--- src/rtl/fsel_pkg.sv ---
package fsel_pkg;
  localparam int NUM_DRV = 4;

  typedef struct packed {
    logic       motor_n;
    logic [3:0] sel_n;
    logic       side_n;
    logic       dir;
    logic       step_n;
  } ctrl_t;
endpackage

--- src/rtl/fsel_sync.sv ---
module fsel_sync #(
  parameter int W      = 12,
  parameter int STAGES = 2
) (
  input  logic         clk_i,
  input  logic         rst_ni,
  input  logic [W-1:0] d_i,
  output logic [W-1:0] q_o
);
  logic [STAGES-1:0][W-1:0] pipe_q;

  always_ff @(posedge clk_i or negedge rst_ni) begin
    if (!rst_ni) pipe_q <= '0;
    else         pipe_q <= {pipe_q[STAGES-2:0], d_i};
  end

  assign q_o = pipe_q[STAGES-1];
endmodule

--- src/rtl/fsel_drive_slot.sv ---
module fsel_drive_slot #(
  parameter int              ID_W      = 32,
  parameter logic [ID_W-1:0] ID_RELOAD = '1
) (
  input  logic            clk_i,
  input  logic            rst_ni,
  input  logic            wr_i,
  input  logic            sel_old_n_i,
  input  logic            sel_new_n_i,
  input  logic            motor_new_i,
  input  logic            step_rise_i,
  output logic            motor_o,
  output logic [ID_W-1:0] id_o,
  output logic            step_o
);
  logic            motor_q;
  logic [ID_W-1:0] id_q;
  logic            step_q;
  logic            sel_edge;

  assign sel_edge = wr_i & (sel_old_n_i ^ sel_new_n_i);

  always_ff @(posedge clk_i or negedge rst_ni) begin
    if (!rst_ni) begin
      motor_q <= 1'b0;
      id_q    <= ID_RELOAD;
      step_q  <= 1'b0;
    end else begin
      step_q <= wr_i & step_rise_i & ~sel_new_n_i;
      if (sel_edge) begin
        if (sel_new_n_i) begin
          id_q <= {id_q[ID_W-2:0], 1'b0};
        end else begin
          if (motor_q && !motor_new_i) id_q <= ID_RELOAD;
          motor_q <= motor_new_i;
        end
      end
    end
  end

  assign motor_o = motor_q;
  assign id_o    = id_q;
  assign step_o  = step_q;

  AST_MOTOR_HOLD: assert property (@(posedge clk_i) disable iff (!rst_ni)
    !sel_edge |=> $stable(motor_q));
  AST_ID_RELOAD: assert property (@(posedge clk_i) disable iff (!rst_ni)
    (sel_edge && !sel_new_n_i && motor_q && !motor_new_i) |=> id_q == ID_RELOAD);
  AST_ID_SHIFT: assert property (@(posedge clk_i) disable iff (!rst_ni)
    (sel_edge && sel_new_n_i) |=> id_q == {$past(id_q[ID_W-2:0]), 1'b0});
  AST_STEP_SEL: assert property (@(posedge clk_i) disable iff (!rst_ni)
    step_q |-> $past(wr_i && !sel_new_n_i && step_rise_i));
  AST_STEP_ONE: assert property (@(posedge clk_i) disable iff (!rst_ni)
    step_q |=> !step_q);
endmodule

--- src/rtl/fsel_status.sv ---
module fsel_status #(
  parameter int N      = 4,
  parameter int ID_W   = 32,
  parameter int ID_TAP = 15
) (
  input  logic [N-1:0]           sel_n_i,
  input  logic [N-1:0]           motor_i,
  input  logic [N-1:0][ID_W-1:0] id_i,
  input  logic [N-1:0]           trk0_i,
  input  logic [N-1:0]           wp_i,
  input  logic [N-1:0]           rdy_i,
  output logic [7:0]             status_o
);
  localparam int IDX_W = (N > 1) ? $clog2(N) : 1;

  logic [ID_W-1:0]  id_or;
  logic [IDX_W-1:0] idx;
  logic             hit;
  logic [7:0]       act;

  always_comb begin
    id_or = '0;
    idx   = '0;
    hit   = 1'b0;
    for (int i = N - 1; i >= 0; i--) begin
      if (!sel_n_i[i]) begin
        id_or = id_or | id_i[i];
        idx   = IDX_W'(i);  // lowest index wins
        hit   = 1'b1;
      end
    end
    act    = '0;
    act[5] = id_or[ID_TAP] | (hit & motor_i[idx]);
    act[4] = hit & trk0_i[idx];
    act[3] = hit & wp_i[idx];
    act[2] = hit & ~rdy_i[idx];
    status_o = ~act;
  end

  always_comb begin
    AST_PAD_HIGH: assert ({status_o[7:6], status_o[1:0]} == 4'hF);
  end
endmodule

--- src/rtl/fsel_ctrl.sv ---
module fsel_ctrl
  import fsel_pkg::*;
#(
  parameter int              ID_W        = 32,
  parameter int              ID_TAP      = 15,
  parameter int              SYNC_STAGES = 2,
  parameter logic [ID_W-1:0] ID_RELOAD   = '1
) (
  input  logic               clk_i,
  input  logic               rst_ni,
  input  logic               wr_en_i,
  input  logic [7:0]         wr_data_i,
  input  logic [NUM_DRV-1:0] trk0_i,
  input  logic [NUM_DRV-1:0] wp_i,
  input  logic [NUM_DRV-1:0] rdy_i,
  output logic [NUM_DRV-1:0] motor_o,
  output logic [NUM_DRV-1:0] step_o,
  output logic               side_o,
  output logic               dir_o,
  output logic [7:0]         status_o
);
  localparam int SYNC_W = 3 * NUM_DRV;

  ctrl_t ctrl_q, ctrl_new;
  logic  step_rise;
  logic [NUM_DRV-1:0][ID_W-1:0] id_w;
  logic [SYNC_W-1:0] sync_w;

  assign ctrl_new  = ctrl_t'(wr_data_i);
  assign step_rise = ~ctrl_q.step_n & ctrl_new.step_n;

  always_ff @(posedge clk_i or negedge rst_ni) begin
    if (!rst_ni)      ctrl_q <= ctrl_t'(8'hFF);
    else if (wr_en_i) ctrl_q <= ctrl_new;
  end

  fsel_sync #(.W(SYNC_W), .STAGES(SYNC_STAGES)) u_sync (
    .clk_i  (clk_i),
    .rst_ni (rst_ni),
    .d_i    ({rdy_i, wp_i, trk0_i}),
    .q_o    (sync_w)
  );

  for (genvar d = 0; d < NUM_DRV; d++) begin : g_drv
    fsel_drive_slot #(.ID_W(ID_W), .ID_RELOAD(ID_RELOAD)) u_slot (
      .clk_i       (clk_i),
      .rst_ni      (rst_ni),
      .wr_i        (wr_en_i),
      .sel_old_n_i (ctrl_q.sel_n[d]),
      .sel_new_n_i (ctrl_new.sel_n[d]),
      .motor_new_i (~ctrl_new.motor_n),
      .step_rise_i (step_rise),
      .motor_o     (motor_o[d]),
      .id_o        (id_w[d]),
      .step_o      (step_o[d])
    );
  end

  fsel_status #(.N(NUM_DRV), .ID_W(ID_W), .ID_TAP(ID_TAP)) u_status (
    .sel_n_i  (ctrl_q.sel_n),
    .motor_i  (motor_o),
    .id_i     (id_w),
    .trk0_i   (sync_w[NUM_DRV-1:0]),
    .wp_i     (sync_w[2*NUM_DRV-1:NUM_DRV]),
    .rdy_i    (sync_w[3*NUM_DRV-1:2*NUM_DRV]),
    .status_o (status_o)
  );

  assign side_o = ~ctrl_q.side_n;
  assign dir_o  = ctrl_q.dir;

  AST_SIDE_DIR: assert property (@(posedge clk_i) disable iff (!rst_ni)
    wr_en_i |=> (side_o == ~$past(wr_data_i[2])) && (dir_o == $past(wr_data_i[1])));
endmodule

--- config.mk ---
export PLATFORM = sky130hd
export DESIGN_NAME = fsel_ctrl
export DESIGN_NICKNAME = d
export VERILOG_FILES = /design/src/rtl/fsel_pkg.sv /design/src/rtl/fsel_sync.sv /design/src/rtl/fsel_drive_slot.sv /design/src/rtl/fsel_status.sv /design/src/rtl/fsel_ctrl.sv
export SDC_FILE = /design/constraint.sdc
export NUM_CORES = 1
export LEC_CHECK = 0
export ABC_AREA = 1
export ABC_CLOCK_PERIOD_IN_PS = 2700
export BUFFER_PORTS_ARGS = -buffer_cell sky130_fd_sc_hd__buf_2
export CAP_MARGIN = 20
export CORE_ASPECT_RATIO = 0.6
export CORE_MARGIN = 4
export CORE_UTILIZATION = 60
export DETAILED_ROUTE_END_ITERATION = 6
export PLACE_DENSITY = 0.82
export SETUP_SLACK_MARGIN = 0.05
export SYNTH_ARGS = -nofsm -noshare
export SYNTH_HDL_FRONTEND = slang
export SYNTH_SLANG_ARGS = --single-unit
--- constraint.sdc ---
create_clock -name clk_i -period 2.7 [get_ports clk_i]
set_input_delay 0.135 -clock clk_i [delete_from_list [all_inputs] [get_ports clk_i]]
set_output_delay 0.135 -clock clk_i [all_outputs]
set_load 0.05 [all_outputs]
==> results.tsv, run 1 <==
stage	metric	value	unit
power	leakagePower	2.24	nW
sta	max_clock_freq	461	MHz
synthesis	synth_async_sr_flop_share	1.00	
final_layout	seq_area	0.00267	sq mm
final_layout	num-fill-cells	487	
synthesis	synth.mux.area_fraction	0	
sta	fin_worst_hold_slack	10.5	ps
clock_network	postCtsSetupBuffers	0	
die	core_area	0.00679	sq mm
critical_path	critPathArrivalTime	2030	ps
clock_network	cts.clk_slew.worst_paths	70	ps
power	power.share.combinational	0.165	
synthesis	avgSynthCellArea	9.71	sq um
die	boundaryPins	41	
final_layout	multi_input_area	0.00131	sq mm
grt	grt_overflow	0	
synthesis	synth_top_family_by_area	simple AND/OR/NAND/NOR gates	
power	power.internal	3.27	mW
sta	final-hold-violation-count	0	
sta	finalClockSkew	6.08	ps
clock_network	tritoncts.num_buffers	9	
synthesis	yosys.area_share.xor_xnor	0	
synthesis	synth_largest_area_cell	dfstp_2	
final_layout	antenna_cells_inserted	0	
synthesis	share_of_the_synthesized_area_in_compound_gates_ao_oa_aoi_oai	0.0954	
critical_path	critPathCaptureType	output port	
synthesis	yosys.cell_count.top_type	nand2_1	
clock_network	clkLatencyLatePin	350	ps
drt	route.final.wire_length	7.74	mm
clock_network	cts_tree	built	
die	num_rows	23	
critical_path	worstSetupPathType	flop to output port	
sta	max_slew.worst_pin.slew	880	ps
clock_network	root_buffer	clkbuf_16	
sta	rsz_0062_raised_after_global_routing	false	
clock_network	cts_num_sinks	103	
synthesis	synth_cells	439	
power	power.density_cell_area	923	mW/mm^2
grt	global_route_total_usage_across_every_layer	0.204	
synthesis	yosys.area_share.simple	0.209	
sta	final_min_period_over_clock_period	0.803	
final_layout	share_of_final_layout_standard_cells_stronger_than_drive_strength_1	0.322	
job	maxcap_viol_count	0	
synthesis	number_of_enable_flip_flop_cells_after_synthesis	0	
placed_design	dp.final_hpwl	4.99	mm
die	dieHeight	73.3	microns
synthesis	postSynthRegisterBits	103	
clock_network	ctsHtreeMaxLevel	3	
synthesis	post_synth_fa_ha_maj_area_fraction	0	
die	die_area	0.00856	sq mm
sta	post-route-min-period	2170	ps
status	result_of_the_run	completed	
grt	first_global_vias	2933	
clock_network	cts.path.max_buffers	2	
synthesis	synth_cell_types	27	
sta	timing.slew.headroom	0.412	
critical_path	crit_path_max_fanout	7	
sta	setup_viol	0	
power	power.net_switching	1.22	mW
grt	first_pass_grt_wire_length	13.2	mm
critical_path	critical_path.startpoint_type	flop	
sta	totalNegativeSetupSlack	0	ps
power	peakVddDrop	517	uV
drt	detail_route.vias_per_cell	5.19	
power	share_of_total_power_consumed_by_net_switching	0.272	
drt	drt-pass1-iter-count	4	
drt	vias	2937	
final_layout	final_cell_count_no_fill	566	
power	report.power.total	4.49	mW
power	power.sequential.fraction	0.506	
grt	grt_start_max_net_pins	53	
synthesis	post_synth_top_area_share	0.438	
drt	drc	0	
final_layout	finalNetCount	497	
sta	final-max-slew-violation-count	0	
drt	iteration_0_drc_count_of_the_detailed_router	145	
placed_design	port_buffers	36	
drt	antenna_left	0	
synthesis	post_synth_instance_area	0.00426	sq mm
synthesis	ys_top_cells_by_area	dfstp_2 44%, dfrtp_1 19%, nand2_1 7.8%, nor2_1 7.3%, o21ai_1 3.4%	
placed_design	placed_cells	537	
synthesis	yosys_most_used_dff	dfstp_2	
min_path	worst_min_delay_path_category	input pin to flop	
die	starting_utilization_of_the_core_area	0.627	
synthesis	synth.top_cells.by_count	89 x nand2_1, 83 x nor2_1, 71 x dfstp_2, 32 x dfrtp_1, 29 x o21ai_1	
final_layout	area.growth.synth_to_final	14.2	%
grt	grt_antenna_before_repair	0	
die	die_x	117	microns
placed_design	rd_place_congestion	0.794	
synthesis	seq_area_frac_synth	0.626	
drt	route.detailed.wl_per_inst	13.7	microns
power	pwr-share-clk	0.329	
synthesis	synth_warnings	0	
critical_path	worstPathRequired	2570	ps
[power groups by stage]
| stage | Combinational, mW | Sequential [mW] | Clock [mW] |
|---|---|---|---|
| finish | 0.742 | 2.27 | 1.48 |
| global route | 0.847 | 2.32 | 1.57 |
| CTS | 0.751 | 2.27 | 1.50 |
| detailed placement | 0.737 | 2.28 | 0 |
| global placement | 0.691 | 2.27 | 0 |
| floorplan | 0.603 | 2.23 | 0 |
[sequential cells by signal (all words and copies together) (netlist names)]
signal	cells
u_sync.pipe_q	12
dir_o	1
g_drv.u_slot.id_o	64
ctrl_q	6
u_sync.q_o	12
g_drv.u_slot.motor_o	4
g_drv.u_slot.step_o	4
[kinds of logic (layout without fill, tap and decap cells)]
kind of cell / Yosys count / after routing
DFF: 103 / 103
other: 1 / 4
buffers and inverters: 54 / 91
AOI/OAI and AO/OA: 68 / 68
and+or+nand+nor: 213 / 213
[per-layer routing]
metal	track usage	vias up	part of all wire
met5	0	-	0
met4	0.0878	0	0.021
met3	0.0774	13	0.055
met2	0.318	73	0.46
met1	0.258	1399	0.47
li1	-	1452	-
[repair_timing]
action,CTS,global route
hold endpoints to repair,37,0
gates resized for setup,0,0
hold buffers,13,0
[per-stage QoR]
step / util / setup slack (ps) / cell area [sq um]
final: 0.717 / 533 / 4870
after global routing: 0.717 / 343 / 4870
after CTS: 0.717 / 523 / 4870
after global placement: 0.646 / 915 / 4390
after floorplan: - / 923 / 4270
after detailed placement: 0.646 / 758 / 4390
[final cells by class]
class	instances	area share
Timing Repair Buffer	51	0.0699
Multi-Input combinational cell	285	0.270
Inverter	24	0.0190
Clock buffer	10	0.0491
Tap cell	87	0.0224
Sequential cell	103	0.548
Clock inverter	6	0.0221
[layout by cell type (no fill, tap or decap), types with 15 or more instances in the layout]
master / count
nand2_1: 89
nor2_1: 83
dfstp_2: 71
buf_2: 35
dfrtp_1: 32
o21ai_1: 29
inv_1: 17
nand3_1: 16
nor3_1: 16
o21ai_2: 15
[worst max-delay path, stage by stage (launching register included)]
cell and delay (ps):
dfstp_2 550, inv_1 100, nand2_1 150, nand2_1 170, nand2_1 160, nand2_1 80
nand3_1 80, nand2_1 70, nand2_1 60, buf_2 260
[final timing paths]
kind / start / end / slack (ps) / cells past startpoint
max: ctrl_q[6]$_DFFE_PN1P_ / status_o[4] / 530 / 9
min: wr_data_i[3] / g_drv[0].u_slot.step_o$_DFF_PN0_ / 10 / 2
max reg2reg: ctrl_q[3]$_DFFE_PN1P_ / g_drv[0].u_slot.id_o[13]$_DFFE_PN1P_ / 790 / 4
min reg2reg: u_sync.pipe_q[1]$_DFF_PN0_ / u_sync.q_o[1]$_DFF_PN0_ / 350 / 0
max in group asynchronous: rst_ni / g_drv[0].u_slot.id_o[6]$_DFFE_PN1P_ / 1760 / 3
min in group asynchronous: rst_ni / g_drv[3].u_slot.step_o$_DFF_PN0_ / 240 / 2
Note: power is estimated with default switching activity, not from simulation.
==> run 2, diff against run 1 <==
ABC_CLOCK_PERIOD_IN_PS = 1800   (was 2700)
CORE_UTILIZATION = 53   (was 60)
PLACE_DENSITY = 0.76   (was 0.82)
clock period = 1.8 ns   (was 2.7 ns; I/O delays follow)
==> run 2 against run 1 <==
Effect of this change: core utilization down 6.5 points; highest routed layer unchanged; final cell count up 6.5%; clock power rose by 38%; worst setup slack worse by 530 ps; largest cell class unchanged; via count up 0.92%; clock skew decreased by 1.4 ps; flip-flop and latch count unchanged; global-route usage shrank 2.2 points; count of clock-buffer cells in the layout stayed put; die area grew 12%.
==> results.tsv, run 2 (synthesis results as in run 1) <==
stage	metric	value	unit	change
sta	setup_viol	0		unchanged
critical_path	critical_path_start	ctrl_q[6]$_DFFE_PN1P_		
grt	first_pass_grt_wire_length	13.6	mm	+2.8%
drt	dr.max_layer_used	met4		
grt	grt_start_max_net_pins	44		-17%
min_path	launch_point_of_the_worst_hold_path	wr_data_i[7]		
clock_network	cts.clk_slew.worst_paths	60	ps	about the same
power	share_of_total_power_consumed_by_net_switching	0.275		+0.00276
min_path	worst_min_delay_path_category	input pin to flop		
die	core_area	0.00785	sq mm	+16%
critical_path	r2r_start	ctrl_q[5]$_DFFE_PN1P_		
sta	final-max-slew-violation-count	0		unchanged
final_layout	layout.cells.most_common	nor2_1		
die	boundaryPins	41		unchanged
drt	antenna_left	0		unchanged
sta	final_min_period_over_clock_period	0.996		
die	die_area	0.00959	sq mm	+12%
clock_network	cts_tree	built		
critical_path	worstSetupPathType	flop to output port		
grt	grt_overflow	0		unchanged
power	power.share.combinational	0.183		+0.018
final_layout	seq_area	0.00267	sq mm	unchanged
drt	detail_route.vias_per_cell	4.92		-5.3%
power	leakagePower	2.33	nW	+3.8%
drt	drt-pass1-iter-count	4		unchanged
drt	iteration_0_drc_count_of_the_detailed_router	237		+63%
placed_design	placement.setup.worst_slack	102	ps	-656 ps
clock_network	ctsHtreeMaxLevel	3		unchanged
critical_path	r2r.worst_path.cells	6		+2
clock_network	cts.path.max_buffers	2		unchanged
drt	vias	2964		+0.92%
critical_path	crit_path_max_fanout	7		unchanged
critical_path	critPathCaptureType	output port		
drt	route.final.wire_length	7.96	mm	+2.8%
clock_network	cts_num_sinks	103		unchanged
power	power.internal	4.83	mW	+48%
status	result_of_the_run	completed		
drt	met2_length	3.79	mm	+6.7%
power	report.power.total	6.66	mW	+48%
power	power.density_cell_area	1300	mW/mm^2	+41%
clock_network	clkLatencyLatePin	340	ps	about the same
critical_path	worstPathRequired	1710	ps	-860 ps
sta	setup_ws	6.48	ps	-526 ps
power	pwr-share-clk	0.307		-0.022
final_layout	mostFrequentLayoutCells	83 x nor2_1, 79 x nand2_1, 71 x dfstp_2		
final_layout	num-fill-cells	615		+26%
placed_design	rd_place_congestion	0.807		+1.6%
power	power.net_switching	1.83	mW	+50%
power	peakVddDrop	729	uV	+41%
grt	grt_antenna_before_repair	0		unchanged
sta	final-hold-violation-count	0		unchanged
final_layout	finalNetCount	513		+3.2%
die	starting_utilization_of_the_core_area	0.543		-0.0847
sta	rsz_0062_raised_after_global_routing	true		
die	num_rows	25		+8.7%
final_layout	max_ffs_per_register	64		unchanged
final_layout	antenna_cells_inserted	0		unchanged
die	dieHeight	77.5	microns	+5.7%
job	maxcap_viol_count	0		unchanged
critical_path	r2r_setup_slack	160	ps	-630 ps
placed_design	port_buffers	36		unchanged
power	power.sequential.fraction	0.511		+0.005
clock_network	tritoncts.num_buffers	9		unchanged
final_layout	area.growth.synth_to_final	20.0	%	
drt	route.detailed.wl_per_inst	13.2	microns	-3.5%
final_layout	multi_input_area	0.00139	sq mm	+5.6%
sta	finalClockSkew	4.71	ps	-1.37 ps
min_path	holdPathStages	3		+1
critical_path	setup.worst_path.end	status_o[2]		
grt	global_route_total_usage_across_every_layer	0.182		-0.0224
critical_path	critPathArrivalTime	1700	ps	-330 ps
clock_network	root_buffer	clkbuf_16		
die	die_x	124	microns	+6.0%
final_layout	share_of_final_layout_standard_cells_stronger_than_drive_strength_1	0.358		+0.0361
drt	drc	0		unchanged
placed_design	dp.final_hpwl	5.06	mm	+1.4%
critical_path	critical_path.startpoint_type	flop		
sta	post-route-min-period	1790	ps	
drt	met3_wl	400	microns	-6.5%
grt	first_global_vias	2878		-1.9%
sta	max_clock_freq	558	MHz	
critical_path	worst_r2r_endpoint	g_drv[2].u_slot.id_o[1]$_DFFE_PN1P_		
drt	routedLengthMet1	3.64	mm	+1.1%
[run 2: cell types whose count changed in the layout (fill, tap and decap cells not counted), moves of 3 or more]
cell and delta:
nand2_2 +7, nand3_1 -3, dlygate4sd3_1 +7, nand2_1 -10, buf_2 -4, nand2_4 +3
buf_4 +9
[run 2: worst max-delay path, cell delays in order (launching register included)]
cell and delay (ps):
dfstp_2 550, inv_2 70, nand2_4 90, nand2_4 80, nand2_4 100, nand2_1 70
nand2_1 120, nand3_4 100, buf_8 160
[run 2: worst min path at each step]
stage	to	slack [ps]
after CTS	g_drv[0].u_slot.id_o[0]$_DFFE_PN1P_	50
after global placement	u_sync.pipe_q[6]$_DFF_PN0_	90
after global routing	g_drv[0].u_slot.id_o[0]$_DFFE_PN1P_	60
final	g_drv[0].u_slot.id_o[0]$_DFFE_PN1P_	70
after floorplan	g_drv[0].u_slot.motor_o$_DFFE_PN0P_	-210
after detailed placement	u_sync.pipe_q[3]$_DFF_PN0_	90
[run 2: metal layers]
layer	vias up	track usage
li1	1488	-
met1	1401	0.244
met2	63	0.278
met3	12	0.0626
met4	0	0.0586
met5	-	0
[run 2: stage by stage]
| stage | instance area, sq um | TNS (ps) | instances | hold slack [ps] | utilization |
|---|---|---|---|---|---|
| 6_report | 5110 | 0 | 603 | 66.0 | 0.651 |
| 5_1_grt | 5110 | -193 | 603 | 61.0 | 0.651 |
| 4_1_cts | 5050 | 0 | 601 | 45.9 | 0.643 |
| 3_5_place_dp | 4450 | 0 | 562 | 87.7 | 0.566 |
| 3_3_place_gp | 4450 | 0 | 562 | 86.3 | 0.566 |
| 2_1_floorplan | 4270 | 0 | 442 | -206 | - |
[run 2: cell type report]
class | count | share of cell area
clock buffer | 10 | 0.0467
clock inverter | 6 | 0.0164
inverter | 24 | 0.0181
multi-input combinational | 285 | 0.271
sequential | 103 | 0.521
tap | 108 | 0.0264
timing repair buffer | 67 | 0.0998
[run 2: timing repair]
item / 4_1_cts / 5_1_grt
setup endpoints to repair: 4 / 4
hold buffers: 20 / 0
pin swaps: 1 / 10
gates resized for setup: 18 / 12
setup buffers: 3 / 2
endpoints found under the hold margin: 44 / 0
[run 2: power groups by stage]
stage | clock network, mW | registers, mW | logic [mW]
4_1_cts | 2.11 | 3.40 | 1.20
2_1_floorplan | 0 | 3.35 | 0.905
5_1_grt | 2.23 | 3.47 | 1.37
6_report | 2.04 | 3.40 | 1.22
3_3_place_gp | 0 | 3.40 | 1.05
3_5_place_dp | 0 | 3.43 | 1.11
